<file path="src/rtl/fp_status_pkg.sv">
package fp_status_pkg;
  localparam int NUM_FLAGS = 5;
  localparam int RM_WIDTH = 2;
  localparam int RM_MODES = 1 << RM_WIDTH;
  localparam int EN_LSB = NUM_FLAGS;
  localparam int RM_LSB = 2 * NUM_FLAGS;
  localparam int STAT_WIDTH = RM_LSB + RM_WIDTH;

  typedef struct packed {
    logic swWrite;
    logic merge;
    logic latchMode;
    logic clrAcc;
    logic startAcc;
    logic holdAcc;
  } fpStrobes_t;
endpackage

</file>
<file path="src/rtl/fp_status_ctrl.sv">
module fp_status_ctrl
  import fp_status_pkg::*;
(
  input  logic       clk,
  input  logic       rstN,
  input  logic       opStart,
  input  logic       opEnd,
  input  logic       csrWrEn,
  output fpStrobes_t strobes
);
  logic opActive;

  always_ff @(posedge clk) begin
    if (!rstN) opActive <= 1'b0;
    else if (opEnd) opActive <= 1'b0;
    else if (opStart) opActive <= 1'b1;
  end

  always_comb begin
    strobes.swWrite   = csrWrEn;
    strobes.merge     = opEnd && !csrWrEn;
    strobes.latchMode = opStart;
    strobes.clrAcc    = opEnd;
    strobes.startAcc  = opStart;
    strobes.holdAcc   = opActive;
  end
endmodule

</file>
<file path="src/rtl/fp_status_dp.sv">
module fp_status_dp
  import fp_status_pkg::*;
(
  input  logic                  clk,
  input  logic                  rstN,
  input  fpStrobes_t            strobes,
  input  logic [NUM_FLAGS-1:0]  rawFlags,
  input  logic [STAT_WIDTH-1:0] wrData,
  output logic [STAT_WIDTH-1:0] statReg,
  output logic [RM_MODES-1:0]   roundMode,
  output logic                  trapReq
);
  logic [NUM_FLAGS-1:0] accFlags;
  logic [NUM_FLAGS-1:0] mergeVec;
  logic [NUM_FLAGS-1:0] newSet;
  logic [NUM_FLAGS-1:0] stickyNext;
  logic [NUM_FLAGS-1:0] trapHit;
  logic [RM_WIDTH-1:0]  rmLatched;

  wire [NUM_FLAGS-1:0] sticky  = statReg[NUM_FLAGS-1:0];
  wire [NUM_FLAGS-1:0] enables = statReg[EN_LSB +: NUM_FLAGS];

  // gathered flags of this op; a fresh start drops older ones
  assign mergeVec = (strobes.startAcc ? '0 : accFlags) | rawFlags;

  for (genvar i = 0; i < NUM_FLAGS; i++) begin : g_flag
    assign newSet[i]     = mergeVec[i] && !sticky[i];
    assign stickyNext[i] = sticky[i] || mergeVec[i];
    assign trapHit[i]    = newSet[i] && enables[i];
  end

  for (genvar m = 0; m < RM_MODES; m++) begin : g_rm
    assign roundMode[m] = (rmLatched == RM_WIDTH'(m));
  end

  always_ff @(posedge clk) begin
    if (!rstN) begin
      statReg   <= '0;
      rmLatched <= '0;
      accFlags  <= '0;
      trapReq   <= 1'b0;
    end else begin
      if (strobes.swWrite) statReg <= wrData;
      else if (strobes.merge) statReg[NUM_FLAGS-1:0] <= stickyNext;

      trapReq <= strobes.merge && (|trapHit);

      if (strobes.latchMode) rmLatched <= statReg[RM_LSB +: RM_WIDTH];

      if (strobes.clrAcc) accFlags <= '0;
      else if (strobes.startAcc) accFlags <= rawFlags;
      else if (strobes.holdAcc) accFlags <= accFlags | rawFlags;
    end
  end
endmodule

</file>
<file path="src/rtl/fp_status_unit.sv">
module fp_status_unit
  import fp_status_pkg::*;
(
  input  logic                  clk,
  input  logic                  rstN,
  input  logic                  opStart,
  input  logic                  opEnd,
  input  logic [NUM_FLAGS-1:0]  rawFlags,
  input  logic                  csrWrEn,
  input  logic [STAT_WIDTH-1:0] csrWrData,
  output logic [STAT_WIDTH-1:0] csrRdData,
  output logic [RM_MODES-1:0]   roundMode,
  output logic                  trapReq
);
  fpStrobes_t strobes;

  fp_status_ctrl u_ctrl (
    .clk     (clk),
    .rstN    (rstN),
    .opStart (opStart),
    .opEnd   (opEnd),
    .csrWrEn (csrWrEn),
    .strobes (strobes)
  );

  fp_status_dp u_dp (
    .clk       (clk),
    .rstN      (rstN),
    .strobes   (strobes),
    .rawFlags  (rawFlags),
    .wrData    (csrWrData),
    .statReg   (csrRdData),
    .roundMode (roundMode),
    .trapReq   (trapReq)
  );
endmodule

</file>
<file path="config.mk">
export PLATFORM = sky130hd
export DESIGN_NAME = fp_status_unit
export DESIGN_NICKNAME = d
export VERILOG_FILES = /design/src/rtl/fp_status_pkg.sv /design/src/rtl/fp_status_ctrl.sv /design/src/rtl/fp_status_dp.sv /design/src/rtl/fp_status_unit.sv
export SDC_FILE = /design/constraint.sdc
export NUM_CORES = 1
export LEC_CHECK = 0
export ABC_AREA = 1
export BUFFER_PORTS_ARGS = -buffer_cell sky130_fd_sc_hd__buf_2
export CORE_ASPECT_RATIO = 1.1
export CORE_MARGIN = 3
export CORE_UTILIZATION = 40
export CTS_CLUSTER_DIAMETER = 150
export DETAILED_ROUTE_END_ITERATION = 7
export PLACE_DENSITY = 0.67
export SLEW_MARGIN = 30
export SYNTH_ARGS = -nofsm -noshare
export SYNTH_HDL_FRONTEND = slang
export SYNTH_HIERARCHICAL = 1
export SYNTH_SLANG_ARGS = --single-unit
</file>
<file path="constraint.sdc">
create_clock -name clk -period 2 [get_ports clk]
set_clock_uncertainty 0.2 [all_clocks]
set_input_delay 0.4 -clock clk [delete_from_list [all_inputs] [get_ports clk]]
set_output_delay 0.4 -clock clk [all_outputs]
set_load 0.01 [all_outputs]
</file>
==> results.py, run 1 <==
metrics = {
    "run_status": {
        "status": "complete, no violations",
    },
    "global_route": {
        "use_met1": 0.202,
        "busiest_layer": "met2",
        "grt_pass1_vias": 784,
        "antenna_found_initial": 0,
        "met2_usage": 0.218,
        "grt_pass1_wl_um": 3350,
        "grt_overflow": 0,
        "grt_max_degree": 18,
        "grtUsageTotal": 0.146,
        "use_met3": 0.0375,
    },
    "yosys": {
        "yosys.area.top_type": "dfxtp_1",
        "yosysWarningCount": 6,
        "synth_cell_types": 16,
        "syn_area_um2": 915,
        "netlist.area_leader.share": 0.460,
        "synth.ff_latch_count": 21,
        "avgSynthCellArea_um2": 7.04,
        "syn_nets": 152,
        "ys_seq_area_frac": 0.460,
        "synth.area.top_cells": "dfxtp_1 46%, nor2_1 11%, nand2_1 9.8%",
        "synthCells": 130,
    },
    "critical_path": {
        "path_max_fanout": 4,
        "worstPathCellList": "inv_1 > nor2_1 > buf_2",
        "worst_ep_required_time_ps": 1400,
        "cpPeakStageDelay_ps": 390,
        "reg2reg_slack_ps": 890,
        "r2r-start": "u_ctrl/opActive$_SDFFE_PP0P_",
        "critPathKind": "register to output port",
        "crit_arrival_ps": 970,
        "critical_path.top_delay_family": "flip-flops",
        "end_kind": "output port",
        "reg2reg_depth": 3,
        "slowest_stage": "dfxtp_1",
        "cp-start-kind": "register",
        "crit_buf_inv": 2,
        "timing.rr.end": "u_dp/accFlags[2]$_SDFFE_PP0P_",
    },
    "finish": {
        "regArea_um2": 420,
        "fillers": 233,
        "fin_cells": 193,
        "fin_area_um2": 1110,
        "drive_gt1_frac": 0.267,
        "area_delta_synth_final_pct": 21.6,
        "multi_input_area_um2": 373,
        "diodes": 0,
        "layout_commonest_cell": "buf_2",
        "post-route-util": 0.534,
        "final_cell_mix": "38 x buf_2, 26 x nor2_1, 24 x nand2_1",
        "num-nets-final": 188,
    },
    "timing": {
        "tightest_slew_ps": 373,
        "finalSetupTns_ps": 0,
        "period_needed_ps": 1570,
        "min_period_over_period": 0.787,
        "setup_viol": 0,
        "finalHoldViolCount": 0,
        "setup_ws_ps": 426,
        "max_freq_mhz": 635,
        "rsz0062_at_grt": "false",
        "drv_slew": 0,
        "slew_headroom": 0.751,
    },
    "placement": {
        "dp_cells": 189,
        "hpwl_um": 1500,
        "gp_congestion": 0.815,
        "io_buffers": 38,
        "pre_cts_ws_ps": 587,
        "placed_area_um2": 1090,
    },
    "floorplan": {
        "die_h_um": 56.2,
        "dieArea_um2": 2900,
        "core_um2": 2080,
        "rows": 17,
        "io_pins": 39,
        "initial_core_util": 0.439,
        "dieWidth_um": 51.6,
    },
    "clock_tree": {
        "cts_buffer_depth": 2,
        "numCtsBuffers": 3,
        "root_buffer": "clkbuf_4",
        "clock_latency_ps": 300,
        "cts_tree": "yes",
        "cts_sinks": 21,
        "cts-resized-gates": 0,
        "post-cts-setup-buffers": 0,
        "path_clk_slew_ps": 120,
        "ctsHoldBuffers": 0,
        "cts_max_level": 1,
    },
    "worst_hold_path": {
        "min-delay-start": "csrWrData[9]",
        "hp-class": "primary input to register",
        "hold_depth": 3,
        "holdPathEnd": "u_dp/statReg[9]$_SDFFE_PN0P_",
    },
    "pwr": {
        "power_density_nw_per_um2": 718,
        "pwr-share-comb": 0.167,
        "vdd_ir_drop_max_uv": 357,
        "p_sw_frac": 0.275,
        "pwr-share-seq": 0.575,
        "p_clk_frac": 0.258,
        "p_switching_uw": 219,
        "p_int_uw": 579,
        "p_leak_uw": 0.000584,
    },
    "routing": {
        "drtIter0Drc": 23,
        "detail_route.wl_per_cell_um": 10.2,
        "num_vias": 847,
        "first_pass_iters": 4,
        "ant_nets": 0,
        "drt-total-wl_um": 1960,
        "avgViaCountPerCell": 4.39,
        "drc_errors": 0,
    },
    "job": {
        "drv_cap": 0,
    },
}
cells in the mapped netlist:
cell / instances
a21oi_1: 10
a31oi_1: 1
buf_2: 1
buf_4: 5
buf_6: 1
dfxtp_1: 21
inv_1: 16
inv_2: 2
nand2_1: 24
nand3_1: 2
nor2_1: 26
nor3_1: 1
nor3b_1: 5
o21ai_0: 12
o21ai_1: 2
or2_2: 1
power groups by stage:
| stage | Clock, uW | Sequential [uW] | Combinational, uW |
|---|---|---|---|
| 2_1_floorplan | 0 | 476 | 77.4 |
| 3_3_place_gp | 0 | 468 | 133 |
| 3_5_place_dp | 0 | 469 | 134 |
| 4_1_cts | 208 | 459 | 135 |
| 5_1_grt | 235 | 463 | 152 |
| 6_report | 206 | 459 | 133 |
how the worst max path moves through the flow:
stage                              startpoint                            end  slack (ps)  cells after the start
6_report       u_dp/rmLatched[0]$_SDFFE_PN0P_                   roundMode[1]         430                      3
3_3_place_gp                          csrWrEn   u_dp/statReg[2]$_SDFFE_PN0P_         580                      4
2_1_floorplan                         opStart  u_dp/accFlags[0]$_SDFFE_PP0P_         720                      4
5_1_grt        u_dp/rmLatched[1]$_SDFFE_PN0P_                   roundMode[2]         330                      3
3_5_place_dp                          csrWrEn   u_dp/statReg[2]$_SDFFE_PN0P_         590                      4
4_1_cts        u_dp/rmLatched[0]$_SDFFE_PN0P_                   roundMode[1]         420                      3
area by class of cell:
type | instances | area share
Sequential cell | 21 | 0.378
Multi-Input combinational cell | 84 | 0.335
Tap cell | 28 | 0.0315
Clock buffer | 4 | 0.0236
Inverter | 18 | 0.0607
Timing Repair Buffer | 38 | 0.171
state kept, by name, summed over array words and instances, names as in the netlist:
signal / cells
u_dp/accFlags: 5
u_dp/statReg: 12
u_dp/trapReq: 1
u_dp/rmLatched: 2
u_ctrl/opActive: 1
worst reg2reg max path, cell delays in order, from the launching register on:
cell	delay (ps)
dfxtp_1	340
or2_2	310
nor2_1	100
nor3b_1	60
layer usage:
layer	vias to the layer above	routed length, um
li1	473	-
met1	352	977
met2	20	872
met3	2	95
met4	0	16
met5	-	0
stage by stage:
step / hold WS (ps) / power, uW
6_report: 118 / 798
5_1_grt: 109 / 850
4_1_cts: 120 / 802
3_5_place_dp: 263 / 603
3_3_place_gp: 257 / 601
2_1_floorplan: 253 / 553
cells by family (layout without fill, tap and decap cells):
group                  count (synthesis)  count (layout)  share of synthesized area
flip-flops                            21              21                      0.460
AO/OA/AOI/OAI                         25              25                      0.138
buffers and inverters                 25              60                      0.133
AND/OR/NAND/NOR                       59              59                      0.269
Power figures use the tool's default switching activity.
==> inputs of run 2 (changes only) <==
- clock period: 2 -> 1.61 ns (I/O delays scaled with it)
==> run 2 against run 1 <==
Compared with the run above: clock power increased by 19%; setup slack got worse by 300 ps; global-route usage decreased by 0.32 points; die area unchanged; combinational power increased by 25%; clock-buffer cell count unchanged; sequential cell count unchanged; register-to-register slack got worse by 390 ps; final area unchanged; cell count unchanged; critical path type unchanged.
==> results.py, run 2 (same netlist as run 1, synthesis figures left out) <==
metrics = {
    "run_status": {
        "status": "complete, no violations",
    },
    "global_route": {
        "antenna_found_initial": 0,
        "grt_pass1_wl_um": 3230,
        "grt_max_degree": 18,
        "grt_overflow": 0,
        "grt_pass1_vias": 787,
        "grtUsageTotal": 0.142,
    },
    "clock_tree": {
        "cts_tree": "yes",
        "cts_sinks": 21,
        "path_clk_slew_ps": 110,
        "root_buffer": "clkbuf_4",
        "ctsHoldBuffers": 0,
        "cts_buffer_depth": 2,
        "post-cts-setup-buffers": 0,
        "numCtsBuffers": 3,
        "cts-resized-gates": 0,
        "cts_max_level": 1,
        "clock_latency_ps": 290,
    },
    "placement": {
        "io_buffers": 38,
        "gp_congestion": 0.815,
        "dp_cells": 189,
        "hpwl_um": 1510,
    },
    "critical_path": {
        "end_kind": "output port",
        "cp-start-kind": "register",
        "crit_buf_inv": 2,
        "worst_ep_required_time_ps": 1090,
        "cpPeakStageDelay_ps": 390,
        "critical_path.top_delay_family": "flip-flops",
        "path_max_fanout": 4,
        "critPathKind": "register to output port",
        "worstPathCellList": "inv_1 > nor2_1 > buf_2",
        "slowest_stage": "dfxtp_1",
        "crit_arrival_ps": 960,
    },
    "timing": {
        "tightest_slew_ps": 380,
        "rsz0062_at_grt": "false",
        "drv_slew": 0,
        "min_period_over_period": 0.923,
        "period_needed_ps": 1490,
        "fin_hold_ws_ps": 46.9,
        "max_freq_mhz": 673,
        "finalSetupTns_ps": 0,
        "setup_viol": 0,
        "finalHoldViolCount": 0,
        "slew_headroom": 0.746,
    },
    "routing": {
        "detail_route.wl_per_cell_um": 10.1,
        "first_pass_iters": 4,
        "ant_nets": 0,
        "drt-total-wl_um": 1950,
        "drtIter0Drc": 25,
        "num_vias": 860,
        "avgViaCountPerCell": 4.46,
        "drc_errors": 0,
    },
    "floorplan": {
        "io_pins": 39,
        "dieWidth_um": 51.6,
        "core_um2": 2080,
        "rows": 17,
        "die_h_um": 56.2,
        "initial_core_util": 0.439,
        "dieArea_um2": 2900,
    },
    "worst_hold_path": {
        "hp-class": "primary input to register",
    },
    "pwr": {
        "power_density_nw_per_um2": 883,
        "p_leak_uw": 0.000584,
        "fin_total_pwr_uw": 982,
        "p_switching_uw": 263,
        "p_sw_frac": 0.268,
        "vdd_ir_drop_max_uv": 472,
        "p_clk_frac": 0.251,
        "p_int_uw": 719,
        "pwr-share-seq": 0.581,
        "pwr-share-comb": 0.169,
    },
    "finish": {
        "area_delta_synth_final_pct": 21.6,
        "diodes": 0,
        "top_register": "u_dp/statReg",
        "fin_cells": 193,
        "layout_commonest_cell": "buf_2",
        "largest_register_ffs": 12,
        "final_cell_mix": "38 x buf_2, 26 x nor2_1, 24 x nand2_1",
        "reg_top3": "u_dp/statReg x12, u_dp/accFlags x5, u_dp/rmLatched x2",
        "num-nets-final": 188,
        "post-route-util": 0.534,
        "drive_gt1_frac": 0.267,
    },
    "job": {
        "drv_cap": 0,
    },
}
## run 2: routing by layer
metal	routed length [um]	track usage	up-vias
li1	-	-	473
met1	919	0.186	365
met2	909	0.222	20
met3	103	0.0268	2
met4	16	0.0674	0
met5	0	0	-
## run 2: path summary, 6_finish.rpt
check,startpoint,endpoint,slack [ps],depth (start not counted)
hold reg to reg,u_dp/statReg[7]$_SDFFE_PN0P_,u_dp/statReg[7]$_SDFFE_PN0P_,280,2
setup reg to reg,u_ctrl/opActive$_SDFFE_PP0P_,u_dp/accFlags[0]$_SDFFE_PP0P_,500,3
hold / removal,csrWrData[9],u_dp/statReg[9]$_SDFFE_PN0P_,50,3
setup / recovery,u_dp/rmLatched[0]$_SDFFE_PN0P_,roundMode[1],120,3
## run 2: metrics by stage
stage                     worst slack, ps  instance area, um2
after global placement                270                1090
after global routing                 20.4                1110
after detailed placement              267                1090
final                                 124                1110
after CTS                             110                1110
after floorplan                       411                 915
## run 2: worst reg2reg max path: stages (launching register included)
cell and delay [ps]:
dfxtp_1 340, or2_2 310, nor2_1 100, nor3b_1 60
## run 2: power by group through the flow
stage,clock (uW),combinational (uW),sequential [uW]
6_report,246,166,570
3_3_place_gp,0,165,581
3_5_place_dp,0,167,582
5_1_grt,283,189,575
4_1_cts,260,168,570
2_1_floorplan,0,96.1,591
## run 2: layout make-up
cell class                      instances  area, um2
Fill cell                             234        972
Multi-Input combinational cell         84        373
Sequential cell                        21        420
Clock buffer                            4       26.3
Timing Repair Buffer                   38        190
Tap cell                               28       35.0
Inverter                               18       67.6
==> inputs of run 3 (changes only) <==
- ABC_AREA: 1 -> unset
- CORE_UTILIZATION: 40 -> 45
- GPL_TIMING_DRIVEN: unset -> 1
- PLACE_DENSITY: 0.67 -> 0.74
==> run 3 against run 2 <==
Compared with the run above: via count shrank 5.6%; first-iteration DRC count shrank 32%; non-clock buffer count grew 2; routed wire length grew 5.6%; critical endpoint unchanged; power shrank 0.43%; highest routed layer unchanged; synthesized area grew 0.68%; critical path type unchanged.
==> results.py, run 3 <==
metrics = {
    "floorplan": {
        "dieArea_um2": 2630,
        "initial_core_util": 0.495,
        "die_h_um": 53.4,
        "rows": 16,
        "core_um2": 1860,
        "dieWidth_um": 49.1,
        "io_pins": 39,
    },
    "clock_tree": {
        "post-cts-setup-buffers": 0,
        "cts_tree": "yes",
        "cts_sinks": 21,
        "numCtsBuffers": 3,
        "cts_buffer_depth": 2,
        "root_buffer": "clkbuf_4",
        "clock_latency_ps": 310,
        "cts_max_level": 1,
        "path_clk_slew_ps": 110,
    },
    "routing": {
        "detail_route.wl_per_cell_um": 12.3,
        "drt-total-wl_um": 2060,
        "ant_nets": 0,
        "num_vias": 812,
        "drtIter0Drc": 17,
        "avgViaCountPerCell": 4.86,
        "first_pass_iters": 4,
        "drc_errors": 0,
    },
    "pwr": {
        "p_sw_frac": 0.262,
        "power_density_nw_per_um2": 856,
        "p_leak_uw": 0.000546,
        "vdd_ir_drop_max_uv": 577,
        "pwr-share-comb": 0.161,
        "p_switching_uw": 256,
        "pwr-share-seq": 0.578,
        "p_clk_frac": 0.261,
        "p_int_uw": 721,
    },
    "critical_path": {
        "end_kind": "output port",
        "cp-startpoint": "u_dp/rmLatched[0]$_SDFFE_PN0P_",
        "reg2reg_depth": 4,
        "reg2reg_slack_ps": 370,
        "endpoint": "roundMode[1]",
        "cp-start-kind": "register",
        "path_max_fanout": 5,
        "r2r-start": "u_dp/accFlags[2]$_SDFFE_PP0P_",
        "critPathKind": "register to output port",
        "crit_arrival_ps": 960,
        "worst_ep_required_time_ps": 1090,
        "timing.rr.end": "u_dp/trapReq$_SDFF_PN0_",
    },
    "finish": {
        "layout_commonest_cell": "buf_2",
        "largest_register_ffs": 12,
        "reg_top3": "u_dp/statReg x12, u_dp/accFlags x5, u_dp/rmLatched x2",
        "fin_cells": 167,
        "post-route-util": 0.614,
        "fin_area_um2": 1140,
        "final_cell_mix": "38 x buf_2, 21 x dfxtp_1, 19 x nor2b_1",
        "top_register": "u_dp/statReg",
        "drive_gt1_frac": 0.329,
        "area_delta_synth_final_pct": 24.0,
        "num-nets-final": 163,
        "diodes": 0,
    },
    "run_status": {
        "status": "complete, no violations",
    },
    "job": {
        "drv_cap": 0,
    },
    "yosys": {
        "ys_seq_area_frac": 0.457,
        "syn_area_um2": 921,
        "synth.area.top_cells": "dfxtp_1 46%, nor2b_1 14%, mux2i_1 9.8%",
        "netlist.area_leader.share": 0.457,
        "synth-edff-count": 0,
        "synth.ff_latch_count": 21,
        "yosysMostFrequentCell": "dfxtp_1",
        "yosysWarningCount": 6,
        "async_flop_share": 0,
        "synth_cell_types": 18,
        "synthCells": 103,
        "avgSynthCellArea_um2": 8.94,
        "yosys.area.top_type": "dfxtp_1",
        "syn_nets": 125,
        "synth_flop_cell": "dfxtp_1",
        "synthTopCellsByCount": "21 x dfxtp_1, 20 x nor2b_1, 13 x nor2_1",
    },
    "timing": {
        "setup_viol": 0,
        "tightest_slew_ps": 225,
        "rsz0062_at_grt": "false",
        "min_period_over_period": 0.921,
        "fin_hold_ws_ps": 65.4,
        "drv_slew": 0,
        "finalSetupTns_ps": 0,
        "period_needed_ps": 1480,
        "slew_headroom": 0.850,
        "max_freq_mhz": 674,
        "finalHoldViolCount": 0,
    },
    "worst_hold_path": {
        "hp-class": "primary input to register",
    },
    "placement": {
        "hpwl_um": 1590,
        "gp_congestion": 0.834,
        "dp_cells": 162,
        "placed_area_um2": 1100,
        "io_buffers": 38,
    },
    "global_route": {
        "grt_pass1_vias": 817,
        "antenna_found_initial": 0,
        "grt_max_degree": 18,
        "grt_pass1_wl_um": 3380,
        "grt_overflow": 0,
        "grtUsageTotal": 0.174,
    },
}
[run 3: cell types whose count changed after synthesis, moves of 2 or more]
cell and delta:
nor3b_1 -4, o21ai_1 +2, nand2_1 -24, nor2_1 -13, nor2b_1 +20, o21ai_0 -2
inv_1 -16, nand3_1 -2, mux2i_1 +9
[run 3: power groups by stage]
stage | combinational [uW] | sequential (uW) | clock [uW]
2_1_floorplan | 85.2 | 584 | 0
3_3_place_gp | 152 | 576 | 0
3_5_place_dp | 155 | 577 | 0
4_1_cts | 157 | 565 | 261
5_1_grt | 176 | 569 | 286
6_report | 157 | 565 | 255
[run 3: what timing repair did]
item | CTS | global route
endpoints found under the hold margin | 1 | 0
resized for setup | 0 | 1
hold buffers | 1 | 0
setup endpoints to repair | 0 | 3
[run 3: through the flow]
| step | power, uW | setup WS [ps] |
|---|---|---|
| after floorplan | 669 | 389 |
| after global placement | 728 | 244 |
| after detailed placement | 732 | 199 |
| after CTS | 983 | 98.8 |
| after global routing | 1030 | 27.1 |
| final | 977 | 126 |
[run 3: final cells by class]
| cell class | count | area [um2] |
|---|---|---|
| sequential | 21 | 420 |
| tap | 27 | 33.8 |
| inverter | 1 | 3.75 |
| clock buffer | 4 | 26.3 |
| fill | 176 | 719 |
| timing repair buffer | 40 | 208 |
| multi-input combinational | 74 | 450 |
[run 3: per-layer routing]
layer | wire length, um | vias to the layer above | track usage
met5 | 0 | - | 0
met4 | 32 | 0 | 0.0995
met3 | 107 | 4 | 0.0254
met2 | 1050 | 30 | 0.326
met1 | 869 | 362 | 0.187
li1 | - | 416 | -
[run 3: worst min-delay path by stage]
stage / start / to / slack (ps) / cells past startpoint
6_report: csrWrData[5] / u_dp/statReg[5]$_SDFFE_PN0P_ / 70 / 3
4_1_cts: csrWrData[5] / u_dp/statReg[5]$_SDFFE_PN0P_ / 60 / 3
3_3_place_gp: u_dp/statReg[0]$_SDFFE_PN0P_ / u_dp/statReg[0]$_SDFFE_PN0P_ / 300 / 2
3_5_place_dp: u_dp/statReg[0]$_SDFFE_PN0P_ / u_dp/statReg[0]$_SDFFE_PN0P_ / 300 / 2
2_1_floorplan: opEnd / u_ctrl/opActive$_SDFFE_PP0P_ / 190 / 1
5_1_grt: csrWrData[9] / u_dp/statReg[9]$_SDFFE_PN0P_ / 70 / 3
[run 3: cells by family (layout without fill, tap and decap cells)]
family          Yosys count  count (layout)  synth area share
mux                       9               9            0.0978
flops                    21              21             0.457
buf+inv                   8              45            0.0571
compound gates           25              25             0.141
simple gates             40              40             0.247
[run 3: critical path: stages, from the launching register on]
cell and delay [ps]:
dfxtp_1 390, nor2b_1 140, buf_2 130
